File: src/rtl/fbw_pkg.sv
// Shared types and the code-to-colour mapping for the frame-buffer pixel writer.
// Assumes an 8-bit 3-3-2 RGB pixel format and 2-bit pattern codes.
package fbw_pkg;

    localparam int CODE_W  = 2;
    localparam int COLOR_W = 8;

    typedef enum logic {
        WR_IDLE = 1'b0,
        WR_BUSY = 1'b1
    } wr_state_e;

    // Expand a 2-bit pattern code into a 3-3-2 RGB byte.
    function automatic logic [COLOR_W-1:0] code_to_rgb332(input logic [CODE_W-1:0] code);
        logic [2:0] red;
        logic [2:0] grn;
        logic [1:0] blu;
        red = (code == 2'd1) ? 3'b111 : 3'b000;
        grn = (code == 2'd2) ? 3'b111 : 3'b000;
        blu = (code == 2'd3) ? 2'b11  : 2'b00;
        return {red, grn, blu};
    endfunction

endpackage

File: src/rtl/fbw_sync_window.sv
// Write-window generator. Synchronises the two active-low sync inputs and
// detects their falling edges. Each edge reloads a stretch counter, and the
// window is open while that counter is non-zero.
// Assumes sync inputs idle high and WIN_LEN shorter than the blanking interval.
module fbw_sync_window #(
    parameter int WIN_LEN     = 16,
    parameter int SYNC_STAGES = 2
) (
    input  logic clk,
    input  logic rst_n,
    input  logic hsync_n,
    input  logic vsync_n,
    output logic sync_edge,
    output logic win_open
);

    localparam int NSYNC = 2;
    localparam int CW    = $clog2(WIN_LEN + 1);

    // stage 0..SYNC_STAGES-1 form the synchroniser, the last stage holds the previous level
    logic [SYNC_STAGES:0][NSYNC-1:0] pipe;
    logic [CW-1:0]                   hold_cnt;
    logic [NSYNC-1:0]                fall;

    // Shift both sync inputs through the synchroniser and the edge-history stage.
    always_ff @(posedge clk) begin
        if (!rst_n) begin
            pipe <= '1;
        end else begin
            pipe <= {pipe[SYNC_STAGES-1:0], {vsync_n, hsync_n}};
        end
    end

    // A falling edge is an old high level followed by a new low level.
    always_comb begin
        fall      = pipe[SYNC_STAGES] & ~pipe[SYNC_STAGES-1];
        sync_edge = |fall;
    end

    // Reload the stretch counter on any leading edge, otherwise count it down.
    always_ff @(posedge clk) begin
        if (!rst_n) begin
            hold_cnt <= '0;
        end else if (sync_edge) begin
            hold_cnt <= CW'(WIN_LEN);
        end else if (hold_cnt != '0) begin
            hold_cnt <= hold_cnt - CW'(1);
        end
    end

    assign win_open = (hold_cnt != '0);

endmodule

File: src/rtl/fbw_code_ram.sv
// Two-port pattern memory of colour codes. One port is written by the drawing
// process; the other is read by the writer with a one-cycle registered output.
// A read and a write to the same entry on one edge return the old contents.
module fbw_code_ram #(
    parameter int AW = 10,
    parameter int DW = 2
) (
    input  logic          clk,
    input  logic          wr_en,
    input  logic [AW-1:0] wr_addr,
    input  logic [DW-1:0] wr_data,
    input  logic [AW-1:0] rd_addr,
    output logic [DW-1:0] rd_data
);

    localparam int DEPTH = 1 << AW;

    logic [DW-1:0] mem [DEPTH];

    // Drawing-side write port.
    always_ff @(posedge clk) begin
        if (wr_en) begin
            mem[wr_addr] <= wr_data;
        end
    end

    // Writer-side registered read port.
    always_ff @(posedge clk) begin
        rd_data <= mem[rd_addr];
    end

endmodule

File: src/rtl/fbw_raster.sv
// Raster position tracker. Holds the current x, y and linear pixel index and
// advances all three by one pixel when step is high, wrapping at the frame end.
// It also exposes the next position so a registered memory read can fetch ahead.
module fbw_raster #(
    parameter int H_PIX = 640,
    parameter int V_PIX = 480
) (
    input  logic                            clk,
    input  logic                            rst_n,
    input  logic                            step,
    output logic [$clog2(H_PIX*V_PIX)-1:0]  cur_lin,
    output logic [$clog2(H_PIX)-1:0]        nxt_x,
    output logic [$clog2(V_PIX)-1:0]        nxt_y
);

    localparam int XW = $clog2(H_PIX);
    localparam int YW = $clog2(V_PIX);
    localparam int LW = $clog2(H_PIX * V_PIX);
    localparam logic [XW-1:0] X_LAST = XW'(H_PIX - 1);
    localparam logic [YW-1:0] Y_LAST = YW'(V_PIX - 1);
    localparam logic [LW-1:0] L_LAST = LW'(H_PIX * V_PIX - 1);

    logic [XW-1:0] pos_x;
    logic [YW-1:0] pos_y;
    logic [LW-1:0] nxt_lin;

    // Work out the position after this cycle, wrapping x, then y, then the index.
    always_comb begin
        nxt_x   = pos_x;
        nxt_y   = pos_y;
        nxt_lin = cur_lin;
        if (step) begin
            if (pos_x == X_LAST) begin
                nxt_x = '0;
                nxt_y = (pos_y == Y_LAST) ? '0 : pos_y + YW'(1);
            end else begin
                nxt_x = pos_x + XW'(1);
            end
            nxt_lin = (cur_lin == L_LAST) ? '0 : cur_lin + LW'(1);
        end
    end

    // Register the raster position.
    always_ff @(posedge clk) begin
        if (!rst_n) begin
            pos_x   <= '0;
            pos_y   <= '0;
            cur_lin <= '0;
        end else begin
            pos_x   <= nxt_x;
            pos_y   <= nxt_y;
            cur_lin <= nxt_lin;
        end
    end

endmodule

File: src/rtl/fb_pixel_writer.sv
// Frame-buffer pixel writer. Sweeps the frame in raster order and, for each
// pixel, expands its pattern code to a 3-3-2 colour. It issues a single write
// held until acknowledged. A write starts only when idle and the sync-derived
// window is open. Assumes the bus slave raises bus_ack while bus_write is high
// and the pattern tile fits inside the coordinate widths.
module fb_pixel_writer
    import fbw_pkg::*;
#(
    parameter int H_PIX   = 640,
    parameter int V_PIX   = 480,
    parameter int TILE_XB = 5,
    parameter int TILE_YB = 5,
    parameter int WIN_LEN = 16
) (
    input  logic                               clk,
    input  logic                               rst_n,
    input  logic                               hsync_n,
    input  logic                               vsync_n,
    input  logic                               draw_we,
    input  logic [TILE_XB+TILE_YB-1:0]         draw_addr,
    input  logic [1:0]                         draw_code,
    input  logic                               bus_ack,
    output logic                               bus_write,
    output logic [$clog2(H_PIX*V_PIX)-1:0]     bus_addr,
    output logic [7:0]                         bus_wdata
);

    localparam int XW  = $clog2(H_PIX);
    localparam int YW  = $clog2(V_PIX);
    localparam int LW  = $clog2(H_PIX * V_PIX);
    localparam int TAW = TILE_XB + TILE_YB;

    wr_state_e       state;
    logic            win_open;
    logic            sync_edge;
    logic            step;
    logic [LW-1:0]   cur_lin;
    logic [XW-1:0]   nxt_x;
    logic [YW-1:0]   nxt_y;
    logic [TAW-1:0]  tile_idx;
    logic [CODE_W-1:0] rd_code;

    fbw_sync_window #(
        .WIN_LEN (WIN_LEN)
    ) u_window (
        .clk       (clk),
        .rst_n     (rst_n),
        .hsync_n   (hsync_n),
        .vsync_n   (vsync_n),
        .sync_edge (sync_edge),
        .win_open  (win_open)
    );

    fbw_raster #(
        .H_PIX (H_PIX),
        .V_PIX (V_PIX)
    ) u_raster (
        .clk     (clk),
        .rst_n   (rst_n),
        .step    (step),
        .cur_lin (cur_lin),
        .nxt_x   (nxt_x),
        .nxt_y   (nxt_y)
    );

    // Fetch ahead: read the tile entry of the position the raster holds next cycle.
    assign tile_idx = {nxt_y[TILE_YB-1:0], nxt_x[TILE_XB-1:0]};

    fbw_code_ram #(
        .AW (TAW),
        .DW (CODE_W)
    ) u_codes (
        .clk     (clk),
        .wr_en   (draw_we),
        .wr_addr (draw_addr),
        .wr_data (draw_code),
        .rd_addr (tile_idx),
        .rd_data (rd_code)
    );

    // Advance the raster once the current pixel's write is acknowledged.
    assign step      = (state == WR_BUSY) && bus_ack;
    assign bus_write = (state == WR_BUSY);

    // Start a write in an open window, hold it until acknowledged, then rest a cycle.
    always_ff @(posedge clk) begin
        if (!rst_n) begin
            state     <= WR_IDLE;
            bus_addr  <= '0;
            bus_wdata <= '0;
        end else begin
            case (state)
                WR_IDLE: begin
                    if (win_open) begin
                        state     <= WR_BUSY;
                        bus_addr  <= cur_lin;
                        bus_wdata <= code_to_rgb332(rd_code);
                    end
                end
                WR_BUSY: begin
                    if (bus_ack) begin
                        state <= WR_IDLE;
                    end
                end
                default: state <= WR_IDLE;
            endcase
        end
    end

endmodule

File: config.mk
export PLATFORM = sky130hd
export DESIGN_NAME = fb_pixel_writer
export DESIGN_NICKNAME = d
export VERILOG_FILES = /design/src/rtl/fbw_pkg.sv /design/src/rtl/fbw_sync_window.sv /design/src/rtl/fbw_code_ram.sv /design/src/rtl/fbw_raster.sv /design/src/rtl/fb_pixel_writer.sv
export SDC_FILE = /design/constraint.sdc
export NUM_CORES = 2
export LEC_CHECK = 0
export BUFFER_PORTS_ARGS = -buffer_cell sky130_fd_sc_hd__buf_4
export CORE_AREA = 5 5 387 389
export CTS_BUF_LIST = sky130_fd_sc_hd__clkbuf_2 sky130_fd_sc_hd__clkbuf_4 sky130_fd_sc_hd__clkbuf_8
export DETAILED_ROUTE_END_ITERATION = 16
export DIE_AREA = 0 0 392 394
export GPL_ROUTABILITY_DRIVEN = 1
export PLACE_DENSITY = 0.83
export SLEW_MARGIN = 10
export SYNTH_ARGS = -nofsm -noshare
export SYNTH_HDL_FRONTEND = slang
export SYNTH_HIERARCHICAL = 1
export SYNTH_SLANG_ARGS = --single-unit
File: constraint.sdc
create_clock -name clk -period 5.29 [get_ports clk]
set_input_delay 0.7935 -clock clk [delete_from_list [all_inputs] [get_ports clk]]
set_output_delay 0.7935 -clock clk [all_outputs]
set_load 0.01 [all_outputs]
* Word-level counts from Yosys, hierarchy flattened
Memory sizes are Yosys's and may differ from the RTL's. A register that Yosys moved wholly into a read port is not among the register bits. Index checks and enable logic that the tools add are counted.
Storage, ports and cells: bits in registers 77, bits of input ports 18, memories 1, output and inout port bits 28, memory bits (writable) 2048, word-level logic and storage cells 51, bits in latches 0, memory bits (read-only) 0
Cells by class: bitwise operators 4, shift-type cells 0, $mul 0, equality and inequality tests 6, divide/modulo/power cells 0, reduce and logical (&&, ||, !) cells 7, add/subtract/negate cells 4, $lt $le $gt $ge 0, multiplexer cells 16
Memories:
- u_codes.mem | words 1024, width 2, read ports 1, clocked after Yosys merged registers in 1, wr ports 1, RTL line fbw_code_ram.sv:18 | logic [DW-1:0] mem [DEPTH];
Operator list (number):
- 5-bit two-way mux | 5
- 19-bit by 1-bit adder with 19-bit output (second input constant) | 1
- 19-bit equality test (second input constant) | 1
- 19-bit two-way mux | 1
- 10-bit by 1-bit adder with 10-bit output (second input constant) | 1
- 10-bit equality test (second input constant) | 1
- 10-bit two-way mux | 1
- 9-bit by 1-bit adder with 9-bit output (second input constant) | 1
- 9-bit equality test (second input constant) | 1
- 9-bit two-way mux | 1
- 3-bit two-way mux | 2
- 5-bit nonzero test | 1
- 5-bit by 1-bit subtractor with 5-bit output (second input constant) | 1
- 2-bit equality test (second input constant) | 2
- 1-bit two-way mux | 4
- 2-bit AND reduction | 2
- 3-bit OR reduction | 1
- 2-bit AND | 1
- 2-bit by 1-bit equality test with 1-bit output (second input constant) | 1
- 2-bit two-way mux | 1
- 1-bit inverter | 2
- 2-bit inverter | 1
- 1-bit one-hot mux with 2 select lines | 1
- 2-bit nonzero test | 1
- 2 further kinds | 2

* Logic depth before layout (Yosys ltp)
word-level depth 4, depth in mapped cells 19, mapped depth without buffers 13

* Cells and area by module
The synthesis kept the hierarchy.
Modules (own cells, without submodules):
- fbw_code_ram | area each 83757.8 um^2, times used 1, cells each 4793, sequential area each 61539.0 um^2
- fbw_raster | area each 1930.6 um^2, times used 1, cells each 228, sequential area each 760.7 um^2
- fb_pixel_writer | area each 895.9 um^2, times used 1, cells each 105, sequential area each 460.4 um^2
- fbw_sync_window | area each 410.4 um^2, times used 1, cells each 39, sequential area each 220.2 um^2

* Worst setup path after synthesis
Ideal clock, no wire load.
kind in2reg, start point input bus_ack, end point register u_codes.rd_data[1] (read register of u_codes.mem), stages on the path 16, data arrival time 3.829 ns, buffers on the path 6, setup slack 1.321 ns, required time 5.150 ns, setup time 0.140 ns, cells stage by stage and2_1 clkbuf_1 o311ai_0 o21ai_0 buf_6 buf_12 buf_8 buf_6 buf_6 mux4_2 a221oi_1 o21ai_0 nor3_1 o31ai_1 o31ai_1 nand4_1
On the way: longest elaborated chain between the ends 2, elaborated cells between the ends (all ways) 3, those cells by class mux: 2; reduce/logical: 1
RTL lines:
- from (decl) | RTL line fb_pixel_writer.sv:22 | input logic bus_ack,
- 1-bit logical AND | RTL line fb_pixel_writer.sv:82 | assign step = (state == WR_BUSY) && bus_ack;
- 5-bit two-way mux | RTL line fbw_raster.sv:32 | if (step) begin
- net nxt_x[0] | RTL line fb_pixel_writer.sv:38 | logic [XW-1:0] nxt_x;
- to (decl) | RTL line fbw_code_ram.sv:13 | output logic [DW-1:0] rd_data
The timed path passes the listed nets, and every way through them passes these cells. A chain may end at the register's enable or synchronous reset.

* Worst setup path in the final report
start point register state, in the netlist bus_write, end point register u_codes.rd_data[0] (read register of u_codes.mem)
On the way: longest elaborated chain between the ends 2, elaborated cells between the ends (all ways) 3, those cells by class mux: 2; reduce/logical: 1
RTL lines:
- from (decl) | RTL line fb_pixel_writer.sv:33 | wr_state_e state;
- from (signal assigned) | RTL line fb_pixel_writer.sv:88 | state <= WR_IDLE;
- from (signal assigned) | RTL line fb_pixel_writer.sv:95 | state <= WR_BUSY;
- from (signal assigned) | RTL line fb_pixel_writer.sv:102 | state <= WR_IDLE;
- 1-bit logical AND | RTL line fb_pixel_writer.sv:82
- net step | RTL line fb_pixel_writer.sv:36 | logic step;
- 5-bit two-way mux | RTL line fbw_raster.sv:32
- net nxt_x[3] | RTL line fb_pixel_writer.sv:38
The timed path passes the listed nets, and every way through them passes these cells.

==> reports/qor.yml <==
status:
  outcome: "finished, final reports clean"
sta:
  slew_viol_final: 0
  setup_viol: 0
  worstMarginPinSlew_ns: 1.25
  relSlewSlack_pct: 16.6
  fin_skew_ns: 0.0510
  rsz0062_at_grt: "false"
  fmax_mhz: 200
  post-route-min-period_ns: 5.01
  finalCritPeriodShare_pct: 94.7
  finalHoldViolCount: 0
route:
  drtPass1Iterations: 6
  vias: 50872
  remaining_drc_errors: 0
  viasPerCell: 6.80
  ant_nets: 0
  finalWirelength_um: 229000
  wl_per_cell_um: 30.7
  drt_iter0_drc: 8512
synthesis:
  syn_inst: 5157
  avgSynthCellArea_um2: 16.9
  ys_warn_count: 6
  synth_area_um2: 86900
  synth.net_count: 5179
die:
  core_um2: 146000
  die_height_um: 394
  die_area_um2: 154000
  num_rows: 141
  die_w_um: 392
  start_util_pct: 59.4
  io_pins: 46
placement:
  numPortBuffers: 45
  dpl_cell_area_um2: 89700
  gp_congestion: 0.886
  dp_cells: 6899
  place_hpwl_um: 129000
pwr:
  leakagePower_uw: 0.0290
  ir_drop_v: 0.000309
  power_uw: 36800
  power_density_nw_per_um2: 384
global_route:
  grt_use_total_pct: 29.8
  grt_pass1_wl_um: 335000
  grt_pass1_vias: 51131
  overflow: 0
  antenna_found_initial: 13
  grt_max_degree: 172
finish:
  final_layout_size_suffix_gt1_share_pct: 22.3
  fin_nets: 5333
  stdcell_count: 7482
  fin_area_um2: 96100
  area_delta_synth_final_pct: 10.5
critical_path:
  path_cells: "and2_1, nand3_1, nor3_4, nor2_4, inv_2, buf_4, nand3_1, o21ai_0, nor4_1, buf_4, o22ai_1, nand4_1"
  path_delay_family: "simple AND/OR/NAND/NOR gates"
  cp-end-kind: "flip-flop"
  worst-setup-path-type: "reg -> reg"
  required_ns: 6.18
  path_max_fanout: 14
  cp-start-kind: "flip-flop"
  crit_buf_inv: 3
  cpMaxStageDelayCell: "o21ai_0"
  crit_path_max_incr_delay_ns: 0.95
  critPathArrivalTime_ns: 5.90
clocking:
  clock_sinks: 2122
  clock_latency_ns: 1.02
  cts-root-buf: "clkbuf_8"
  clk_pin_slew_ns: 0.06
  cts_resized: 0
  cts_buffers: 338
  cts_tree: "built"
  cts_buffer_depth: 4
  cts_max_level: 5
job:
  drv_cap: 0
hold_path:
  hp-class: "in -> reg"
==> final timing paths <==
check                              start                             to  slack [ns]  cells after the start
max                 bus_write$_SDFF_PN0_     u_codes/rd_data[0]$_DFF_P_        0.28                     12
min                         draw_addr[0]  u_codes/mem[822][0]$_DFFE_PP_        0.21                      2
max reg2reg         bus_write$_SDFF_PN0_     u_codes/rd_data[0]$_DFF_P_        0.28                     12
min reg2reg  u_window/pipe[0]$_SDFF_PN1_    u_window/pipe[2]$_SDFF_PN1_        0.42                      1
==> metrics by stage <==
stage	worst slack, ns	utilization (%)	hold WS, ns	TNS (ns)
finish	0.280	65.6	0.214	0
global route	0.243	65.6	0.207	0
global placement	-0.196	61.3	0.404	-0.196
CTS	0.322	65.6	0.161	0
detailed placement	-0.201	61.3	0.401	-0.201
floorplan	1.32	-	0.386	0
==> state kept, by name, indices dropped and copies added (netlist names), 3 cells and up <==
| name | cells |
|---|---|
| bus_addr | 19 |
| u_raster/pos_y | 9 |
| bus_wdata | 3 |
| u_raster/cur_lin | 19 |
| u_codes/mem | 2048 |
| u_window/hold_cnt | 5 |
| u_window/pipe | 6 |
| u_raster/pos_x | 10 |
==> cell usage in the layout, fill, tap and decap left out, types with 9 or more instances in the layout <==
cell,instances
nor3_1,57
buf_4,182
o221ai_1,83
a21oi_1,76
mux2i_1,210
a221oi_1,13
xor2_1,9
nor2b_1,12
and2_1,14
a22o_1,13
clkinv_2,25
mux2_2,9
mux4_2,449
nand3_1,26
a21boi_1,22
and3_1,12
o22ai_1,47
inv_1,12
nand2_1,156
buf_12,41
nor2_1,1079
xnor2_1,14
edfxtp_1,2048
clkinv_1,86
nor4_1,14
dfxtp_1,74
o21ai_0,40
clkbuf_8,353
nand4_1,25
a211oi_1,13
nand2b_1,16
nand3_2,20
clkbuf_4,98
nor3b_1,9
a22oi_1,45
==> area by class of cell <==
cell class	instances	area, um^2
clock inverters	123	727
inverters	17	65.1
fillers	9020	50400
repair buffers	227	2240
flip-flops and latches	2122	63000
clock buffers	451	5590
diodes	7	17.5
multi-input cells	2605	22000
well taps	1930	2410
==> worst reg2reg max path: cells and delay by family, from the launching register on <==
family / cells / cell delay, ns
AOI/OAI and AO/OA: 2 / 1.12
buffers and inverters: 3 / 1.00
DFF: 1 / 0.36
and+or+nand+nor: 7 / 2.45
==> report_power, final <==
group / switching, uW / internal, uW
clock network: 6120 / 7210
registers: 47.8 / 18500
logic: 2590 / 2420
==> per-layer routing <==
| metal | wire length, um | track usage [%] |
|---|---|---|
| met4 | 15200 | 16.0 |
| met5 | 234 | 0.564 |
| met2 | 106000 | 45.5 |
| met1 | 74000 | 38.9 |
| met3 | 34100 | 8.91 |
==> timing repair <==
action | in CTS | in global routing
hold buffers | 2 | 0
hold endpoints to repair | 2 | 0
buffers inserted | 0 | 0
Note: power is estimated with default switching activity, not from simulation.
